--- config.mk ---
export PLATFORM = sky130hd
export DESIGN_NAME = blkcpy_engine
export DESIGN_NICKNAME = d
export VERILOG_FILES = /design/src/rtl/blkcpy_pkg.sv /design/src/rtl/blkcpy_seq.sv /design/src/rtl/blkcpy_regs.sv /design/src/rtl/blkcpy_port.sv /design/src/rtl/blkcpy_engine.sv
export SDC_FILE = /design/constraint.sdc
export NUM_CORES = 1
export LEC_CHECK = 0
export ABC_CLOCK_PERIOD_IN_PS = 2700
export BUFFER_PORTS_ARGS = -buffer_cell sky130_fd_sc_hd__buf_2
export CAP_MARGIN = 20
export CORE_UTILIZATION = 25
export DETAILED_ROUTE_END_ITERATION = 8
export HOLD_SLACK_MARGIN = 0.15
export PLACE_DENSITY_LB_ADDON = 0.1
export SLEW_MARGIN = 0
export SYNTH_ARGS = -nofsm -noshare
export SYNTH_HDL_FRONTEND = slang
export SYNTH_SLANG_ARGS = --single-unit
export TNS_END_PERCENT = 10
--- constraint.sdc ---
create_clock -name clk -period 2.7 [get_ports clk]
set_input_delay 0.27 -clock clk [delete_from_list [all_inputs] [get_ports clk]]
set_output_delay 0.27 -clock clk [all_outputs]
set_load 0.1 [all_outputs]
--- src/rtl/blkcpy_pkg.sv ---
package blkcpy_pkg;
    localparam int IDX_W  = 16;
    localparam int BANK_W = 8;
    localparam int DATA_W = 8;
    localparam int ADDR_W = BANK_W + IDX_W;
    localparam int LOW_W  = 8;

    localparam logic [7:0] OP_UP   = 8'h54;
    localparam logic [7:0] OP_DOWN = 8'h44;

    typedef enum logic [1:0] {ST_IDLE, ST_RUN, ST_PAUSED, ST_DONE} seq_state_e;
    typedef enum logic {DIR_UP, DIR_DOWN} dir_e;

    typedef struct packed {
        dir_e              dir;
        logic [BANK_W-1:0] src_bank;
        logic [BANK_W-1:0] dst_bank;
    } cmd_t;

    function automatic logic [IDX_W-1:0] fold_idx(input logic [IDX_W-1:0] v,
                                                  input logic nar);
        return nar ? {{(IDX_W-LOW_W){1'b0}}, v[LOW_W-1:0]} : v;
    endfunction

    function automatic logic [IDX_W-1:0] step_idx(input logic [IDX_W-1:0] v,
                                                  input dir_e d,
                                                  input logic nar);
        logic [IDX_W-1:0] e;
        e = fold_idx(v, nar);
        e = (d == DIR_UP) ? e + 1'b1 : e - 1'b1;
        return fold_idx(e, nar);
    endfunction
endpackage

--- src/rtl/blkcpy_seq.sv ---
module blkcpy_seq
    import blkcpy_pkg::*;
#(
    parameter int CYC = 7
) (
    input  logic clk,
    input  logic rst,
    input  logic start,
    input  logic op_valid,
    input  logic resume,
    input  logic irq,
    input  logic last_byte,
    output logic busy,
    output logic done,
    output logic load,
    output logic advance,
    output logic rd_phase,
    output logic cap_phase,
    output logic wr_phase
);
    localparam int PW = (CYC > 2) ? $clog2(CYC) : 2;

    seq_state_e    state_q;
    logic [PW-1:0] phase_q;
    logic          irq_q;
    logic          accept_resume;
    logic          go;

    assign load          = start && op_valid && (state_q != ST_RUN);
    assign accept_resume = resume && (state_q == ST_PAUSED) && !load;
    assign go            = load || accept_resume;
    assign busy          = (state_q == ST_RUN);
    assign done          = (state_q == ST_DONE);
    assign advance       = busy && (phase_q == PW'(CYC - 1));
    assign rd_phase      = busy && (phase_q == PW'(0));
    assign cap_phase     = busy && (phase_q == PW'(1));
    assign wr_phase      = busy && (phase_q == PW'(2));

    always_ff @(posedge clk) begin
        if (rst) begin
            state_q <= ST_IDLE;
            phase_q <= '0;
            irq_q   <= 1'b0;
        end else if (go) begin
            state_q <= ST_RUN;
            phase_q <= '0;
            irq_q   <= 1'b0;
        end else if (state_q == ST_RUN) begin
            if (advance) begin
                phase_q <= '0;
                irq_q   <= 1'b0;
                if (last_byte)
                    state_q <= ST_DONE;
                else if (irq_q || irq)
                    state_q <= ST_PAUSED;
            end else begin
                phase_q <= phase_q + 1'b1;
                irq_q   <= irq_q | irq;
            end
        end
    end


    run_holds_chk: assert property (@(posedge clk) disable iff (rst)
        (busy && !advance) |=> busy);


    done_hold_chk: assert property (@(posedge clk) disable iff (rst)
        (done && !(start && op_valid)) |=> done);
endmodule

--- src/rtl/blkcpy_regs.sv ---
module blkcpy_regs
    import blkcpy_pkg::*;
(
    input  logic              clk,
    input  logic              rst,
    input  logic              load,
    input  logic              advance,
    input  logic              busy,
    input  logic              narrow,
    input  logic [IDX_W-1:0]  ld_x,
    input  logic [IDX_W-1:0]  ld_y,
    input  logic [IDX_W-1:0]  ld_cnt,
    input  cmd_t              ld_cmd,
    output logic [IDX_W-1:0]  x_q,
    output logic [IDX_W-1:0]  y_q,
    output logic [IDX_W-1:0]  cnt_q,
    output logic              last_byte,
    output logic [ADDR_W-1:0] src_addr,
    output logic [ADDR_W-1:0] dst_addr
);
    cmd_t cmd_q;

    always_ff @(posedge clk) begin
        if (rst) begin
            x_q   <= '0;
            y_q   <= '0;
            cnt_q <= '0;
            cmd_q <= '0;
        end else if (load) begin
            x_q   <= fold_idx(ld_x, narrow);
            y_q   <= fold_idx(ld_y, narrow);
            cnt_q <= ld_cnt;
            cmd_q <= ld_cmd;
        end else if (advance) begin
            x_q   <= step_idx(x_q, cmd_q.dir, narrow);
            y_q   <= step_idx(y_q, cmd_q.dir, narrow);
            cnt_q <= cnt_q - 1'b1;
        end
    end

    assign last_byte = (cnt_q == '0);
    assign src_addr  = {cmd_q.src_bank, fold_idx(x_q, narrow)};
    assign dst_addr  = {cmd_q.dst_bank, fold_idx(y_q, narrow)};


    idle_stable_chk: assert property (@(posedge clk) disable iff (rst)
        (!busy && !load) |=> ($stable(x_q) && $stable(y_q) && $stable(cnt_q)));
endmodule

--- src/rtl/blkcpy_port.sv ---
module blkcpy_port
    import blkcpy_pkg::*;
(
    input  logic              clk,
    input  logic              rst,
    input  logic              rd_phase,
    input  logic              cap_phase,
    input  logic              wr_phase,
    input  logic [ADDR_W-1:0] src_addr,
    input  logic [ADDR_W-1:0] dst_addr,
    input  logic [DATA_W-1:0] mem_rdata,
    output logic [ADDR_W-1:0] mem_addr,
    output logic              mem_rd,
    output logic              mem_wr,
    output logic [DATA_W-1:0] mem_wdata
);
    logic [DATA_W-1:0] hold_q;

    always_ff @(posedge clk) begin
        if (rst)
            hold_q <= '0;
        else if (cap_phase)
            hold_q <= mem_rdata;
    end

    assign mem_rd    = rd_phase;
    assign mem_wr    = wr_phase;
    assign mem_addr  = wr_phase ? dst_addr : src_addr;
    assign mem_wdata = hold_q;


    strobe_excl_chk: assert property (@(posedge clk) disable iff (rst)
        !(mem_rd && mem_wr));


    wr_after_rd_chk: assert property (@(posedge clk) disable iff (rst)
        mem_wr |-> $past(mem_rd, 2));
endmodule

--- src/rtl/blkcpy_engine.sv ---
module blkcpy_engine
    import blkcpy_pkg::*;
#(
    parameter int CYCLES_PER_BYTE = 7
) (
    input  logic                clk,
    input  logic                rst,
    input  logic                start,
    input  logic                resume,
    input  logic                irq,
    input  logic                narrow,
    input  logic [7:0]          cmd_op,
    input  logic [BANK_W-1:0]   cmd_src_bank,
    input  logic [BANK_W-1:0]   cmd_dst_bank,
    input  logic [IDX_W-1:0]    ld_x,
    input  logic [IDX_W-1:0]    ld_y,
    input  logic [IDX_W-1:0]    ld_cnt,
    output logic [ADDR_W-1:0]   mem_addr,
    output logic                mem_rd,
    output logic                mem_wr,
    output logic [DATA_W-1:0]   mem_wdata,
    input  logic [DATA_W-1:0]   mem_rdata,
    output logic [IDX_W-1:0]    x_o,
    output logic [IDX_W-1:0]    y_o,
    output logic [IDX_W-1:0]    cnt_o,
    output logic                busy,
    output logic                done
);
    logic              op_valid;
    cmd_t              cmd_in;
    logic              load, advance, last_byte;
    logic              rd_phase, cap_phase, wr_phase;
    logic [ADDR_W-1:0] src_addr, dst_addr;

    always_comb begin
        op_valid        = (cmd_op == OP_UP) || (cmd_op == OP_DOWN);
        cmd_in.dir      = (cmd_op == OP_DOWN) ? DIR_DOWN : DIR_UP;
        cmd_in.src_bank = cmd_src_bank;
        cmd_in.dst_bank = cmd_dst_bank;
    end

    blkcpy_seq #(.CYC(CYCLES_PER_BYTE)) seq_i (
        .clk(clk), .rst(rst), .start(start), .op_valid(op_valid),
        .resume(resume), .irq(irq), .last_byte(last_byte),
        .busy(busy), .done(done), .load(load), .advance(advance),
        .rd_phase(rd_phase), .cap_phase(cap_phase), .wr_phase(wr_phase)
    );

    blkcpy_regs regs_i (
        .clk(clk), .rst(rst), .load(load), .advance(advance), .busy(busy),
        .narrow(narrow), .ld_x(ld_x), .ld_y(ld_y), .ld_cnt(ld_cnt),
        .ld_cmd(cmd_in), .x_q(x_o), .y_q(y_o), .cnt_q(cnt_o),
        .last_byte(last_byte), .src_addr(src_addr), .dst_addr(dst_addr)
    );

    blkcpy_port port_i (
        .clk(clk), .rst(rst), .rd_phase(rd_phase), .cap_phase(cap_phase),
        .wr_phase(wr_phase), .src_addr(src_addr), .dst_addr(dst_addr),
        .mem_rdata(mem_rdata), .mem_addr(mem_addr), .mem_rd(mem_rd),
        .mem_wr(mem_wr), .mem_wdata(mem_wdata)
    );


    done_count_chk: assert property (@(posedge clk) disable iff (rst)
        $rose(done) |-> (cnt_o == {IDX_W{1'b1}}));


    narrow_addr_chk: assert property (@(posedge clk) disable iff (rst)
        ((mem_rd || mem_wr) && narrow) |-> (mem_addr[15:8] == 8'h00));
endmodule

* Word-level counts from Yosys, hierarchy flattened
Cells that the tools add are included.
** Cells by class
- Muxes and demuxes :: 23
- $add $sub $neg :: 6
- Bitwise operators :: 1
- Reductions and logical operators :: 22
- Equality and inequality tests :: 9
** Operators by type and width (count)
- 16-bit two-way mux :: 14
- 16-bit by 1-bit subtractor with 16-bit output (second input constant) :: 3
- 16-bit by 1-bit adder with 16-bit output (second input constant) :: 2
- 24-bit two-way mux :: 1
- 8-bit by 7-bit equality test with 1-bit output (second input constant) :: 2
- 16-bit zero test :: 1
- 1-bit logical AND :: 8
- 2-bit nonzero test :: 4
- 3-bit AND reduction :: 2
- 1-bit two-way mux :: 5
- 2-bit equality test (second input constant) :: 2
- 2-bit two-way mux :: 2
- 3-bit by 1-bit adder with 3-bit output (second input constant) :: 1
- 3-bit by 1-bit equality test with 1-bit output (second input constant) :: 1
- 3-bit by 2-bit equality test with 1-bit output (second input constant) :: 1
- 3-bit equality test (second input constant) :: 1
- 3-bit zero test :: 1
- 1-bit logical OR :: 3
- 3-bit two-way mux :: 1
- 3-bit nonzero test :: 1
- 2-bit by 1-bit equality test with 1-bit output (second input constant) :: 1
- 2-bit by 1-bit != test with 1-bit output (second input constant) :: 1
- 2-bit OR reduction :: 1
- 1-bit zero test :: 1
- 1-bit OR :: 1
** Storage, ports and cells
- Flip-flop bits (word level) :: 79
- Input bits :: 86
- Output and inout port bits :: 84

* Depth between registers and ports, before layout
- Depth in word-level cells :: 9
- Gate-level depth with buffers :: 9
- Depth with buffers taken out :: 8

* By module
Synthesis repeated with hierarchy kept, for this count alone.
** Second synthesis, totals
- Cell total of the unflattened synthesis :: 648
- Area total of the unflattened synthesis :: 5601.6 µm²
** Modules (own cells, without submodules)
- blkcpy_regs :: times used 1, cells each 545, seq. area each 1301.2 µm², area each 4506.8 µm²
- blkcpy_port :: times used 1, cells each 55, seq. area each 160.2 µm², area each 690.7 µm²
- blkcpy_seq :: times used 1, cells each 44, seq. area each 120.1 µm², area each 370.4 µm²
- blkcpy_engine :: times used 1, cells each 4, seq. area each 0.0 µm², area each 33.8 µm²

* Worst setup path before layout
No wires, ideal clock.
- Path type :: reg2out
- Start point :: register seq_i.state_q[1]
- End point :: output port mem_addr[15]
- Required time :: 2.430 ns
- Cell stages (with the launch flop) :: 7
- Arrival time :: 3.038 ns
- Path slack :: -0.608 ns
- Cell sequence :: dfxtp_1 > nand2b_1 > buf_2 > nor3b_2 > buf_2 > mux2i_1 > nor2_1
** On the way
- Cells in the longest elaborated chain, start to end :: 3
** RTL lines
- start, declared :: line blkcpy_seq.sv:23 : seq_state_e state_q;
- start signal, assigned :: line blkcpy_seq.sv:41 : state_q <= ST_IDLE;
- start signal, assigned :: line blkcpy_seq.sv:45 : state_q <= ST_RUN;
- start signal, assigned :: line blkcpy_seq.sv:53 : state_q <= ST_DONE;
- 2-bit by 1-bit equality test with 1-bit output :: line blkcpy_seq.sv:32 : assign busy = (state_q == ST_RUN);
- 1-bit logical AND :: line blkcpy_seq.sv:37 : assign wr_phase = busy && (phase_q == PW'(2));
- named net mem_wr :: line blkcpy_engine.sv:20 : output logic mem_wr,
- 24-bit two-way mux :: line blkcpy_port.sv:28 : assign mem_addr = wr_phase ? dst_addr : src_addr;
- end, declared :: line blkcpy_engine.sv:18 : output logic [ADDR_W-1:0] mem_addr,
The timed path passes the listed nets, and every way through them passes these cells.

* Worst setup path after layout
- Start point :: register seq_i.phase_q[0]
- End point :: output port mem_addr[10]
** On the way
- Cells in the longest elaborated chain, start to end :: 3
** RTL lines
- start, declared :: line blkcpy_seq.sv:24 : logic [PW-1:0] phase_q;
- start signal, assigned :: line blkcpy_seq.sv:57 : phase_q <= phase_q + 1'b1;
- 3-bit by 2-bit equality test with 1-bit output :: line blkcpy_seq.sv:37
- 1-bit logical AND :: line blkcpy_seq.sv:37
- 24-bit two-way mux :: line blkcpy_port.sv:28
No other way between the ends.

==> flow_metrics.py <==
metrics = {
    "cts": {
        "clock_latency_ps": 350,
        "cts_tree": "done",
        "htree_levels": 3,
        "numCtsBuffers": 9,
        "clock_sinks": 79,
        "ctsLongestPathBuffers": 2,
        "worst_setup_hold_path_clk_slew_ps": 70,
        "cts-root-buf": "clkbuf_16",
    },
    "layout": {
        "syn_to_final_growth_pct": 30.6,
        "final_net_count": 957,
        "antennaDiodeCount": 0,
        "drive_above_1_share": 0.283,
    },
    "timing": {
        "maxClockFrequency_mhz": 389,
        "rsz_0062_raised_after_global_routing": "false",
        "finalHoldViolations": 0,
        "max_slew.worst_pin.slew_ps": 706,
        "setup_viol_count_final": 0,
        "max_slew_margin": 0.530,
        "finalMaxSlewViolations": 0,
        "fin_crit_ps": 2570,
        "timing.hold.ws_ps": 164,
        "share_of_the_cycle_needed_by_the_critical_path_after_routing": 0.952,
        "worst_setup_skew_after_layout_ps": 7.44,
        "worst_slack_ps": 130,
    },
    "global_route": {
        "first_pass_grt_wire_length_um": 29300,
        "antenna_violations_before_repair": 0,
        "first_global_vias": 5346,
        "grt_max_degree": 58,
        "grt_usage": 0.170,
        "overflow": 0,
    },
    "place": {
        "port_buffers": 169,
        "place.detailed.hpwl_um": 14000,
        "post-place-ws_ps": -39.6,
        "routability_congestion_estimate_from_global_placement": 0.867,
    },
    "synth": {
        "syn_area_mm2": 0.00546,
        "netlist_instances": 665,
        "mux_contribution_to_synthesized_area": 0.0657,
        "compound_gate_fraction_of_synth_area": 0.235,
        "synthFlopType": "dfxtp_1",
        "synthDistinctLibCells": 71,
        "synthesis.area_per_instance_um2": 8.21,
        "synth.ff_latch_count": 79,
        "synth_top_cells_by_area": "dfxtp_1 29%, ha_1 7.8%, a21oi_1 5.2%",
        "count_of_flip_flops_with_a_built_in_enable_after_synthesis": 0,
        "yosysTopAreaCell": "dfxtp_1",
        "synth.most_common_cell": "dfxtp_1",
        "synth_sequential_area_ratio": 0.290,
        "synth_warnings": 0,
        "simple_gate_share_of_the_synthesized_area": 0.225,
        "yosysTopAreaCellShare": 0.290,
        "yosys.area_share.xor_xnor": 0.0401,
        "synth_top_family_by_area": "compound AO/OA/AOI/OAI gates",
        "synth_commonest_cells": "79 x dfxtp_1, 66 x nor2_1, 62 x nand2_1",
        "post_synth_fa_ha_maj_area_fraction": 0.0852,
        "synth_nets": 787,
        "async_reset_ff_frac": 0,
    },
    "critical_path": {
        "worst-setup-path-type": "flop to output port",
        "path_max_fanout": 12,
        "ff_to_ff_path_depth": 6,
        "startpoint_type": "flop",
        "worst-endpoint-arrival_ps": 2300,
        "critical_path.endpoint_type": "output port",
        "worst_ep_required_time_ps": 2430,
    },
    "floorplan": {
        "floorplan.die.width_um": 150,
        "floorplan.core_area_mm2": 0.0212,
        "die_area_mm2": 0.0224,
        "row_count": 53,
        "chipHeight_um": 150,
        "initial_utilization": 0.257,
        "floorplan.io_pins": 170,
    },
    "drt": {
        "detail_route.iter0.violations": 281,
        "wl_um": 19100,
        "antenna_violating_nets_post_route": 0,
        "detailroute.via_count": 5612,
        "wire_per_inst_um": 17.1,
        "via_per_inst": 5.03,
        "drc_errors": 0,
        "firstDrtPassIters": 4,
    },
    "hold_path": {
        "min_delay_path_class": "primary input to flop",
        "timing.hold.worst_path_depth": 3,
    },
    "power_and_ir_drop": {
        "vdd_ir_drop_max_v": 0.000325,
        "power.density_mw_per_mm2": 368,
        "power.leakage_nw": 3.16,
    },
    "outcome": {
        "outcome": "finished clean",
    },
    "flow_run": {
        "timing.max_cap.violations": 0,
    },
}
where the power goes:
group	internal [mW]	switching [mW]
combinational	0.0828	0.0926
sequential	1.17	0.00287
clock	0.658	0.619
total	1.91	0.715
placed cells by master (no fill, tap or decap), types with 5 or more instances in the layout:
cell type        n
clkbuf_16        9
buf_4           24
mux2_2           5
nand2b_1         7
xor2_1          11
nor3_1          10
nor2b_1         18
nand2_1         62
dfxtp_1         78
xnor2_1         14
mux2i_1         10
mux2_1          18
o22ai_1          9
buf_2          168
o21ai_0         11
or3_1            6
a2111oi_0        7
a221oi_1         6
nand4_1          7
o21a_1           5
dlygate4sd3_1   17
a21o_1          12
a211oi_1        13
a21oi_1         57
o211ai_1         9
nor3b_1          8
nor2_1          65
o21bai_1         7
a31oi_1         17
nand3_1         13
inv_1           13
ha_1            34
cells by family (layout without fill, tap and decap cells):
logic type	count (synthesis)	after routing
buffers and inverters	68	243
AOI/OAI and AO/OA	190	190
muxes	33	33
DFF	79	79
adders and majority gates	36	36
and+or+nand+nor	234	234
xor gates and xnor gates	25	25
worst paths after layout:
kind	start	to	slack, ps
max	seq_i.phase_q[0]	mem_addr[10]	130
min	cmd_src_bank[4]	regs_i.src_addr[20]	160
max reg2reg	regs_i.x_q[0]	regs_i.x_q[14]	160
min reg2reg	regs_i.src_addr[21]	regs_i.src_addr[21]	450
metrics by stage:
stage | cells | cell area [um2] | power, mW | setup TNS (ps) | utilization
CTS | 1115 | 7120 | 2.67 | 0 | 0.336
floorplan | 665 | 5470 | 1.26 | -555 | -
global route | 1115 | 7130 | 2.73 | 0 | 0.336
global placement | 1082 | 6660 | 1.35 | 0 | 0.314
detailed placement | 1082 | 6660 | 1.35 | -39.6 | 0.314
finish | 1115 | 7130 | 2.62 | 0 | 0.336
layout make-up:
class,count,area [um2]
fillers,2257,14100
multi-input cells,518,3590
flip-flops and latches,79,1580
repair buffers,213,1260
well taps,275,344
clock buffers,9,225
clock inverters,7,70.1
inverters,14,52.6
critical path, cell delays in order (launching register included):
cell     delay (ps)
dfxtp_1         330
inv_1           120
ha_1            250
nor3b_4         260
buf_4           270
mux2_1          400
buf_2           310
repair_timing:
| item | 4_1_cts | 5_1_grt |
|---|---|---|
| hold buffers | 17 | 0 |
| pin swaps | 0 | 1 |
| hold endpoints to repair | 17 | 0 |
| buffers inserted | 0 | 0 |
| endpoints found under the setup margin | 2 | 4 |
| gates resized for setup | 1 | 2 |
layer usage:
layer / routed length (um) / vias to the layer above / share of wire / global-route usage
met2: 8250 / 172 / 0.43 / 0.259
li1: - / 2796 / - / -
met4: 198 / 0 / 0.010 / 0.0475
met1: 9690 / 2630 / 0.51 / 0.245
met3: 921 / 14 / 0.048 / 0.0253
met5: 0 / - / 0 / 0
flip-flops by register name (all words and copies together) (netlist names):
| register | cells |
|---|---|
| regs_i.cnt_q | 16 |
| regs_i.x_q | 16 |
| regs_i.y_q | 16 |
| port_i.mem_wdata | 8 |
| regs_i.dst_addr | 8 |
| regs_i.src_addr | 8 |
| seq_i.phase_q | 3 |
| seq_i.state_q | 2 |
| regs_i.cmd_q | 1 |
| seq_i.irq_q | 1 |
(Power assumes the default switching activity.)
